## src/rtl/clk_ratio_div.sv

```systemverilog
module clk_ratio_div #(
  parameter int CW = 5
) (
  input  logic          clk_i,
  input  logic          sync_i,
  input  logic [CW-1:0] high_len_i,
  input  logic [CW-1:0] low_len_i,
  input  logic [CW-1:0] delay_i,
  input  logic          bypass_i,
  input  logic          start_high_i,
  input  logic          even_duty_i,
  output logic          clk_o
);

  logic [CW-1:0] high_q, low_q, dly_q, cnt_q;
  logic          byp_q, fix_en_q, lvl_q, neg_q;
  logic [CW-1:0] last;
  logic          fix_ok;

  assign last   = lvl_q ? high_q : low_q;
  assign fix_ok = fix_en_q && ({1'b0, low_q} == {1'b0, high_q} + 1'b1);

  always_ff @(posedge clk_i) begin
    if (sync_i) begin
      high_q   <= high_len_i;
      low_q    <= low_len_i;
      byp_q    <= bypass_i;
      fix_en_q <= even_duty_i;
      dly_q    <= delay_i;
      cnt_q    <= '0;
      lvl_q    <= start_high_i;
    end else if (dly_q != '0) begin
      dly_q <= dly_q - 1'b1;
    end else if (cnt_q == last) begin
      cnt_q <= '0;
      lvl_q <= ~lvl_q;
    end else begin
      cnt_q <= cnt_q + 1'b1;
    end
  end

  always_ff @(negedge clk_i) neg_q <= lvl_q;

  assign clk_o = (byp_q && !sync_i) ? clk_i : (lvl_q | (fix_ok & neg_q));

  AST_SYNC_START: assert property (@(posedge clk_i)
    sync_i |=> lvl_q == $past(start_high_i));

  AST_DELAY_STILL: assert property (@(posedge clk_i) disable iff (sync_i)
    (dly_q != '0) |=> $stable(lvl_q));

  AST_CNT_BOUND: assert property (@(posedge clk_i) disable iff (sync_i)
    (dly_q == '0) |-> cnt_q <= (lvl_q ? high_q : low_q));

  AST_TOGGLE_AT_END: assert property (@(posedge clk_i) disable iff (sync_i)
    (dly_q == '0 && cnt_q == last) |=> lvl_q != $past(lvl_q));

  AST_HOLD_MID_PHASE: assert property (@(posedge clk_i) disable iff (sync_i)
    (dly_q == '0 && cnt_q != last) |=> $stable(lvl_q));

endmodule

```

## config.mk

```make
export PLATFORM = sky130hd
export DESIGN_NAME = clk_ratio_div
export DESIGN_NICKNAME = d
export VERILOG_FILES = /design/src/rtl/clk_ratio_div.sv
export SDC_FILE = /design/constraint.sdc
export NUM_CORES = 1
export LEC_CHECK = 0
export BUFFER_PORTS_ARGS = -buffer_cell sky130_fd_sc_hd__buf_2
export CAP_MARGIN = 20
export CORE_MARGIN = 2
export CORE_UTILIZATION = 59
export CTS_CLUSTER_SIZE = 28
export DETAILED_ROUTE_END_ITERATION = 6
export GPL_TIMING_DRIVEN = 0
export PLACE_DENSITY = 0.88
export SLEW_MARGIN = 5
export SYNTH_ARGS = -nofsm -noshare
export SYNTH_HDL_FRONTEND = slang
export SYNTH_SLANG_ARGS = --single-unit
```

## constraint.sdc

```tcl
create_clock -name clk_i -period 3.74 [get_ports clk_i]
set_input_delay 0.374 -clock clk_i [delete_from_list [all_inputs] [get_ports clk_i]]
set_output_delay 0.374 -clock clk_i [all_outputs]
set_load 0.05 [all_outputs]
```

# == Yosys cells after proc, flatten, opt, wreduce, memory -nomap -nowiden ==
# Index checks and enable logic that the tools add are counted.
# op_classes
bitwise_logic,3
add_sub_neg,3
reduce_logical,7
muxes,8
eq_ne,3
# ops
operator,n
$mux W5,4
$add A5 B1 Y6 const B,1
$eq A5 B6 Y1,1
$add A5 B1 Y5 const B,1
$eq A5 B5 Y1,1
$reduce_bool A5 Y1,1
$sub A5 B1 Y5 const B,1
$mux W1,4
$reduce_bool A2 Y1,2
$logic_and A1 B1 Y1,2
$ne A2 B2 Y1 const B,1
$reduce_and A2 Y1,1
$and A1 B1 Y1,1
$logic_not A1 Y1,1
$not A1 Y1,1
$or A1 B1 Y1,1
# word_totals
reg_bits,24
input_bits,20

# == Depth between registers and ports, before layout ==
# Gate-level depths: netlist of the first run.
# logic_depth
depth_word,6
depth_mapped,7
depth_no_buf,7

==> results of run 1 <==
-- placed cells by master, fill, tap and decap left out, types with 3 or more instances in the layout --
| cell type | instances |
|---|---|
| sky130_fd_sc_hd__nor3_1 | 3 |
| sky130_fd_sc_hd__ha_1 | 4 |
| sky130_fd_sc_hd__nor2_1 | 4 |
| sky130_fd_sc_hd__xnor2_1 | 4 |
| sky130_fd_sc_hd__buf_2 | 19 |
| sky130_fd_sc_hd__nand2_1 | 7 |
| sky130_fd_sc_hd__xor2_1 | 8 |
| sky130_fd_sc_hd__a211oi_1 | 3 |
| sky130_fd_sc_hd__clkbuf_4 | 6 |
| sky130_fd_sc_hd__dfxtp_1 | 5 |
| sky130_fd_sc_hd__edfxtp_1 | 18 |
| sky130_fd_sc_hd__buf_6 | 5 |
| sky130_fd_sc_hd__inv_1 | 7 |
| sky130_fd_sc_hd__nand3_1 | 4 |
| sky130_fd_sc_hd__o21ai_0 | 7 |
| sky130_fd_sc_hd__mux2i_1 | 7 |
-- metal layers --
metal | vias to the layer above | global-route usage [%] | share of wire, %
met1 | 432 | 24.8 | 42
met4 | 0 | 15.8 | 2.7
met3 | 9 | 5.56 | 5.5
met2 | 30 | 32.3 | 50
li1 | 460 | - | -
met5 | - | 0 | 0
-- final timing paths --
path,from,endpoint,cells after the start
max,neg_q,clk_o,5
min,low_len_i[0],low_q[0],1
max reg2reg,lvl_q,neg_q,0
min reg2reg,cnt_q[1],cnt_q[1],2
-- power by group --
part           total (mW)  leakage, nW  switching [mW]  internal, mW
Combinational       0.114        0.349          0.0576        0.0565
Sequential          0.348        0.230          0.0282         0.320
Clock               0.197       0.0448           0.109        0.0885
-- state kept, by name, summed over array words and instances (netlist names) --
register / count
neg_q: 1
lvl_q: 1
low_q: 5
dly_q: 5
high_q: 5
byp_q: 1
cnt_q: 5
fix_en_q: 1
-- per-stage QoR --
| step | hold WS, ns | cells |
|---|---|---|
| global route | 0.0915 | 167 |
| global placement | 0.504 | 160 |
| finish | 0.0997 | 167 |
| floorplan | 0.473 | 112 |
| CTS | 0.100 | 167 |
| detailed placement | 0.531 | 160 |
-- cell families after synthesis --
group | after synthesis
AO/OA/AOI/OAI | 22
flip-flops | 24
adder cells (fa/ha/maj) | 4
buffers and inverters | 11
XOR/XNOR | 12
multiplexers | 9
AND/OR/NAND/NOR | 30
-- repair_timing --
| action | 4_1_cts | 5_1_grt |
|---|---|---|
| resized for setup | 5 | 3 |
| endpoints found under the setup margin | 2 | 2 |
| pin swaps | 1 | 0 |
-- cell type report --
cell class / count / area [µm²] / share of cell area [%]
well taps: 28 / 35.0 / 2.31
clock buffers: 8 / 60.1 / 3.96
clock inverters: 1 / 3.75 / 0.248
flip-flops and latches: 24 / 662 / 43.7
plain buffers: 4 / 45.0 / 2.97
multi-input cells: 77 / 592 / 39.1
inverters: 6 / 22.5 / 1.49
repair buffers: 19 / 95.1 / 6.28
==> out/summary.md, run 1 <==
Placement-stage worst setup slack: 0.368 ns. Summed over all instances, the cell type with the most area after synthesis is sky130_fd_sc_hd__edfxtp_1. Of the total synthesized cell area, the portion taken by XOR and XNOR cells is 8.07%. The die boundary height was 51.0 µm. The die is 51.0 µm wide.

On the final layout, the worst clock skew is 0.0599 ns. The HPWL after detailed placement is 1740 µm. In this run the remaining antenna-violating nets after routing total 0. Counting every net in the synthesized netlist gives 136. TritonCTS built the clock tree. In this run the cell area measured after placement is 0.00144 mm². STA classifies the critical path endpoint as an output pin.

After routing the design area is 0.00152 mm². Setup repair after global routing could not meet its margin everywhere. At the pin with the least slew margin, the transition time is 0.386 ns.

At the worst endpoint, the required time is 3.37 ns. The final routed DRC violation total is 0, and the number of DRC markers in iteration 0 is 22. Among all stages on the critical path, the largest delay is contributed by sky130_fd_sc_hd__dfxtp_2. STA classifies the critical path startpoint as a register.

The tightest min-delay check is of the primary input to register type. Entering global routing, the biggest net connects 15 pins. The logs give 0 for the initial antenna violation count and 0 for the max-slew violation count.

Setup violations remaining at the end of the flow were counted as 2. The worst pin sits at a relative slew slack of 74.2%. Global routing consumed, over all layers together, 20.9% of the routing resources.

The endpoint arrival time on the critical path is 3.41 ns, and the total detailed-routing wirelength is 2470 µm. After clock tree synthesis, the flow added hold-fix buffers numbering 0. In this run the cell area of the synthesized design comes to 0.00130 mm². The signal on the critical path passes through nand2_2 -> a2111oi_4 -> o21ai_1 -> o21ai_1 -> buf_6.

A synthesized cell averages 11.6 µm². The share of final-layout standard cells stronger than drive strength 1 is 27.3%, and the largest incremental delay on the critical path is 0.31 ns. Among all flip-flop cells after synthesis, the most frequent one is sky130_fd_sc_hd__edfxtp_1.

After layout, the design draws a total of 0.659 mW. Buffers plus inverters on the worst setup path: 1. The number of buffers inserted by port buffering is 20. The tools report the wire length of the first global-routing pass as 3840 µm. The run finished, with violations left. The floorplan has 17 rows. The setup check on the worst reg-to-reg path leaves a slack of 1.35 ns.

After clock tree synthesis, the clock-pin slew on the worst setup and hold paths is 0.13 ns. Yosys printed 0 warnings. Per-cell via count in the routed design: 5.57. The cell count after synthesis came out at 112. Of the total synthesized cell area, the portion taken by AND, OR, NAND and NOR gates is 14.0%. In the final timing run, aggregate negative setup slack is -0.0458 ns.

The weighted congestion at the end of routability-driven global placement is 0.825, and the fraction of synthesized area in multiplexers is 7.11%. Global routing finished with a remaining overflow of 0. After detailed routing, the average wire length per cell comes to 14.8 µm. The area share of the largest cell type after synthesis came out at 41.5%.

Yosys instantiated no cell more often than sky130_fd_sc_hd__edfxtp_1. Once the floorplan was initialized, standard cells occupied 60.6% of the core. The leakage power is 0.623 nW, and the proportion of synthesized flip-flops having asynchronous set or reset is 0%. The count of flip-flops with a built-in enable after synthesis was 18; the post-CTS setup buffer count was 0.

Via count of the first global-routing pass: 939. Sorting the synthesized cells by area gives the leading types as sky130_fd_sc_hd__edfxtp_1, sky130_fd_sc_hd__dfxtp_1, sky130_fd_sc_hd__mux2i_1, sky130_fd_sc_hd__xor2_1, sky130_fd_sc_hd__ha_1. In the synthesized netlist, the cells that appear most often are sky130_fd_sc_hd__edfxtp_1, sky130_fd_sc_hd__o21ai_0, sky130_fd_sc_hd__nand2_1, sky130_fd_sc_hd__xor2_1. Fill cells in the final layout number 158. The total vias in the final route was 931.

The core occupancy in the finished layout was 70.5%; the post-synthesis compound-gate area fraction was 10.8%. Power density over cell area: 435 mW/mm². Clock latency reported for the late side of the worst-skew pair: 0.48 ns.

In this design, the critical path's most frequently occurring cell is sky130_fd_sc_hd__o21ai_1. The logs give 0 for the final antenna diode count and 32 for the count of distinct cell types in the synthesized netlist. The total count of hold-check failures in the final report came out at 0.

The core region is 0.00215 mm². 21 I/O pins were placed. For the maximum vdd ir drop, the log shows 0.430 mV.

The kind of cell with the highest combined delay along the critical path is compound AO/OA/AOI/OAI gates. By startpoint and endpoint, the worst setup path is classified as register to output pin. The flip-flop and latch count after synthesis was 24. The final reports fail on setup timing. For this run, the register share of the synthesized area comes to 50.7%. The number of violations of the max-capacitance limit came out at 0.

The maximum fanout encountered on the critical timing path was 1; the total iterations of the first detailed-routing run was 4. The run gives -0.0458 ns as the final critical-path setup slack. The area growth from synthesis to layout works out to 16.3%.

By area, the combinational part of the netlist is dominated by simple AND/OR/NAND/NOR gates. Post-synthesis adder-cell area fraction: 3.84%. The tools report the total die area as 0.00260 mm². In the final design database the tool counted 164 nets.
Power figures use the tool's default switching activity.
==> run 2, diff against run 1 <==
clock period = 4.5 ns   (was 3.74 ns; I/O delays follow)
==> run 2 against run 1 <==
The flow now finishes without violations; non-clock buffer count unchanged; cell count unchanged; sequential power shrank 17%; critical endpoint unchanged.
==> out/summary.md, run 2 (synthesis gave the netlist of run 1 again) <==
The flow ran to the end, and the final reports show no timing, DRC or antenna violations. Total count of hold-check failures in the final report: 0 (unchanged). Setup repair after global routing left no endpoint under its margin. The total congestion overflow after global routing is 0 (unchanged), and the reported net switching power is 0.163 mW (was 0.195 mW). Area growth from synthesis to layout: 15.9% (was 16.3%).

The count of final setup violators came out at 0 (was 2). The share of final-layout standard cells stronger than drive strength 1 works out to 25.9% (was 27.3%). The category of the worst setup path launch point was a register (unchanged).

For the overall power after layout, the log shows 0.580 mW (was 0.659 mW). The tools report the element type at the critical path end as an output pin (unchanged). The total vias in the final route was 933 (was 931). The slew at the pin with the worst max-slew slack was 0.376 ns (was 0.386 ns). The number of nets still failing antenna checks after routing came out at 0 (unchanged).

The maximum number of pins on one net before global-route repair was 15 (unchanged); the number of buffers inserted by port buffering was 20 (unchanged). The most common cell after layout, fill and taps aside is sky130_fd_sc_hd__buf_2 (unchanged). The run gives 0 ns (was -0.0458 ns) as the setup total negative slack. The leakage power was 0.632 nW (was 0.623 nW); the number of hold buffers added after CTS was 0 (unchanged).

The class of the tightest hold or removal check is primary input to register (unchanged). The critical setup path kind was register to output pin (unchanged). For the number of I/O pins, the log shows 21 (unchanged).

The total detailed-routing wirelength is 2260 µm (was 2470 µm), and the max-slew violation count is 0 (unchanged). The HPWL after detailed placement came out at 1650 µm (was 1740 µm). The tools report the via count of the first global-routing pass as 863 (was 939). Commonest cells after routing, fill and taps aside: sky130_fd_sc_hd__buf_2, sky130_fd_sc_hd__edfxtp_1, sky130_fd_sc_hd__xor2_1, sky130_fd_sc_hd__nand2_1, sky130_fd_sc_hd__o21ai_0 (was sky130_fd_sc_hd__buf_2, sky130_fd_sc_hd__edfxtp_1, sky130_fd_sc_hd__xor2_1). Logic gate share of total power: 15.5% (was 17.3%). For the starting density of the core, the log shows 60.6% (unchanged). TritonCTS built the clock tree.

The clock network fraction of design power is 34.7% (was 29.9%). For the clock latency reported for the late side of the worst-skew pair, the log shows 0.49 ns (was 0.48 ns). The per-cell via count in the routed design is 5.59 (was 5.57), and the worst endpoint required time is 4.05 ns (was 3.37 ns).

The die width was 51.0 µm (unchanged). The final routed DRC violation total came out at 0 (unchanged). The switching part of the total works out to 28.2% (was 29.5%).

Relative slew slack: 74.9% (was 74.2%). Number of violations of the max-capacitance limit: 0 (unchanged). The net total in the final layout was 164 (unchanged); the endpoint arrival time on the critical path was 3.89 ns (was 3.41 ns). The run gives 0 (unchanged) as the final antenna diode count.

The logs give 0 (unchanged) for the post-CTS setup buffer count and 153 (was 158) for the fill cell total of the finished layout. Total die area: 0.00260 mm² (unchanged). The overall track demand over capacity in global routing was 20.2% (was 20.9%); the total iterations of the first detailed-routing run was 4 (unchanged). Final worst clock skew: 0.0608 ns (was 0.0599 ns). The area of the multi-input gates is 571 µm² (was 592 µm²), and the initial antenna violation count is 0 (unchanged). The run gives 0.00215 mm² (unchanged) as the floorplan core area. For the part of the power in registers, the log shows 49.8% (was 52.8%). Maximum fanout encountered on the critical timing path: 1 (unchanged). The power density over cell area was 384 mW/mm² (was 435 mW/mm²). The post-CTS resize count came out at 0 (was 5). The weighted congestion at the end of routability-driven global placement is 0.793 (was 0.825), and the die boundary height is 51.0 µm (unchanged). The clock transition at the registers of the reported paths came out at 0.14 ns (was 0.13 ns). The per-cell routed wire length was 13.5 µm (was 14.8 µm). The row count was 17 (unchanged); the maximum vdd ir drop was 0.305 mV (was 0.430 mV). The logs give 0.417 mW (was 0.465 mW) for the internal power consumption and 661 µm² (was 662 µm²) for the footprint of the flip-flops and latches. The wire length of the first global-routing pass was 3630 µm (was 3840 µm); the number of DRC markers in iteration 0 was 26 (was 22).
-- run 2: stage by stage --
step | hold WS [ns] | instance area [µm²] | cells | setup slack, ns | utilization, %
2_1_floorplan | 0.489 | 1300 | 112 | 0.00991 | -
3_3_place_gp | 0.505 | 1440 | 160 | 0.657 | 66.9
3_5_place_dp | 0.512 | 1440 | 160 | 0.652 | 66.9
4_1_cts | 0.170 | 1510 | 167 | 0.0250 | 70.2
5_1_grt | 0.163 | 1510 | 167 | 0.0654 | 70.3
6_report | 0.178 | 1510 | 167 | 0.156 | 70.3
-- run 2: worst paths after layout --
| check | slack, ns | end | startpoint | cells past startpoint |
|---|---|---|---|---|
| hold reg to reg | 0.53 | cnt_q[1] | cnt_q[1] | 2 |
| setup reg to reg | 1.74 | neg_q | lvl_q | 0 |
| hold / removal | 0.18 | low_q[0] | low_len_i[0] | 1 |
| setup / recovery | 0.16 | clk_o | neg_q | 5 |
-- run 2: area by class of cell --
cell class	instances	area share (%)
Timing Repair Buffer	19	6.30
Tap cell	28	2.32
Clock inverter	1	0.249
Buffer	4	2.98
Clock buffer	8	5.14
Inverter	6	1.49
Sequential cell	24	43.7
Multi-Input combinational cell	77	37.8
-- run 2: power by group through the flow --
stage	clock, mW	combinational [mW]	sequential [mW]
5_1_grt	0.216	0.0996	0.293
4_1_cts	0.201	0.0903	0.289
3_5_place_dp	0.0202	0.0897	0.294
3_3_place_gp	0.0202	0.0847	0.292
6_report	0.201	0.0899	0.289
2_1_floorplan	0.0175	0.0673	0.288
-- run 2: routing by layer --
| metal | global-route usage, % | share of wire [%] |
|---|---|---|
| met5 | 0 | 0 |
| met1 | 23.7 | 44 |
| met3 | 9.06 | 6.2 |
| met4 | 14.4 | 2.0 |
| met2 | 29.2 | 47 |
-- run 2: critical path: stages, from the launching register on --
cell and delay [ns]:
sky130_fd_sc_hd__dfxtp_1 0.30, sky130_fd_sc_hd__nand2_1 0.04, sky130_fd_sc_hd__a2111oi_0 0.26, sky130_fd_sc_hd__o21ai_0 0.15, sky130_fd_sc_hd__o21ai_1 0.17, sky130_fd_sc_hd__buf_4 0.22
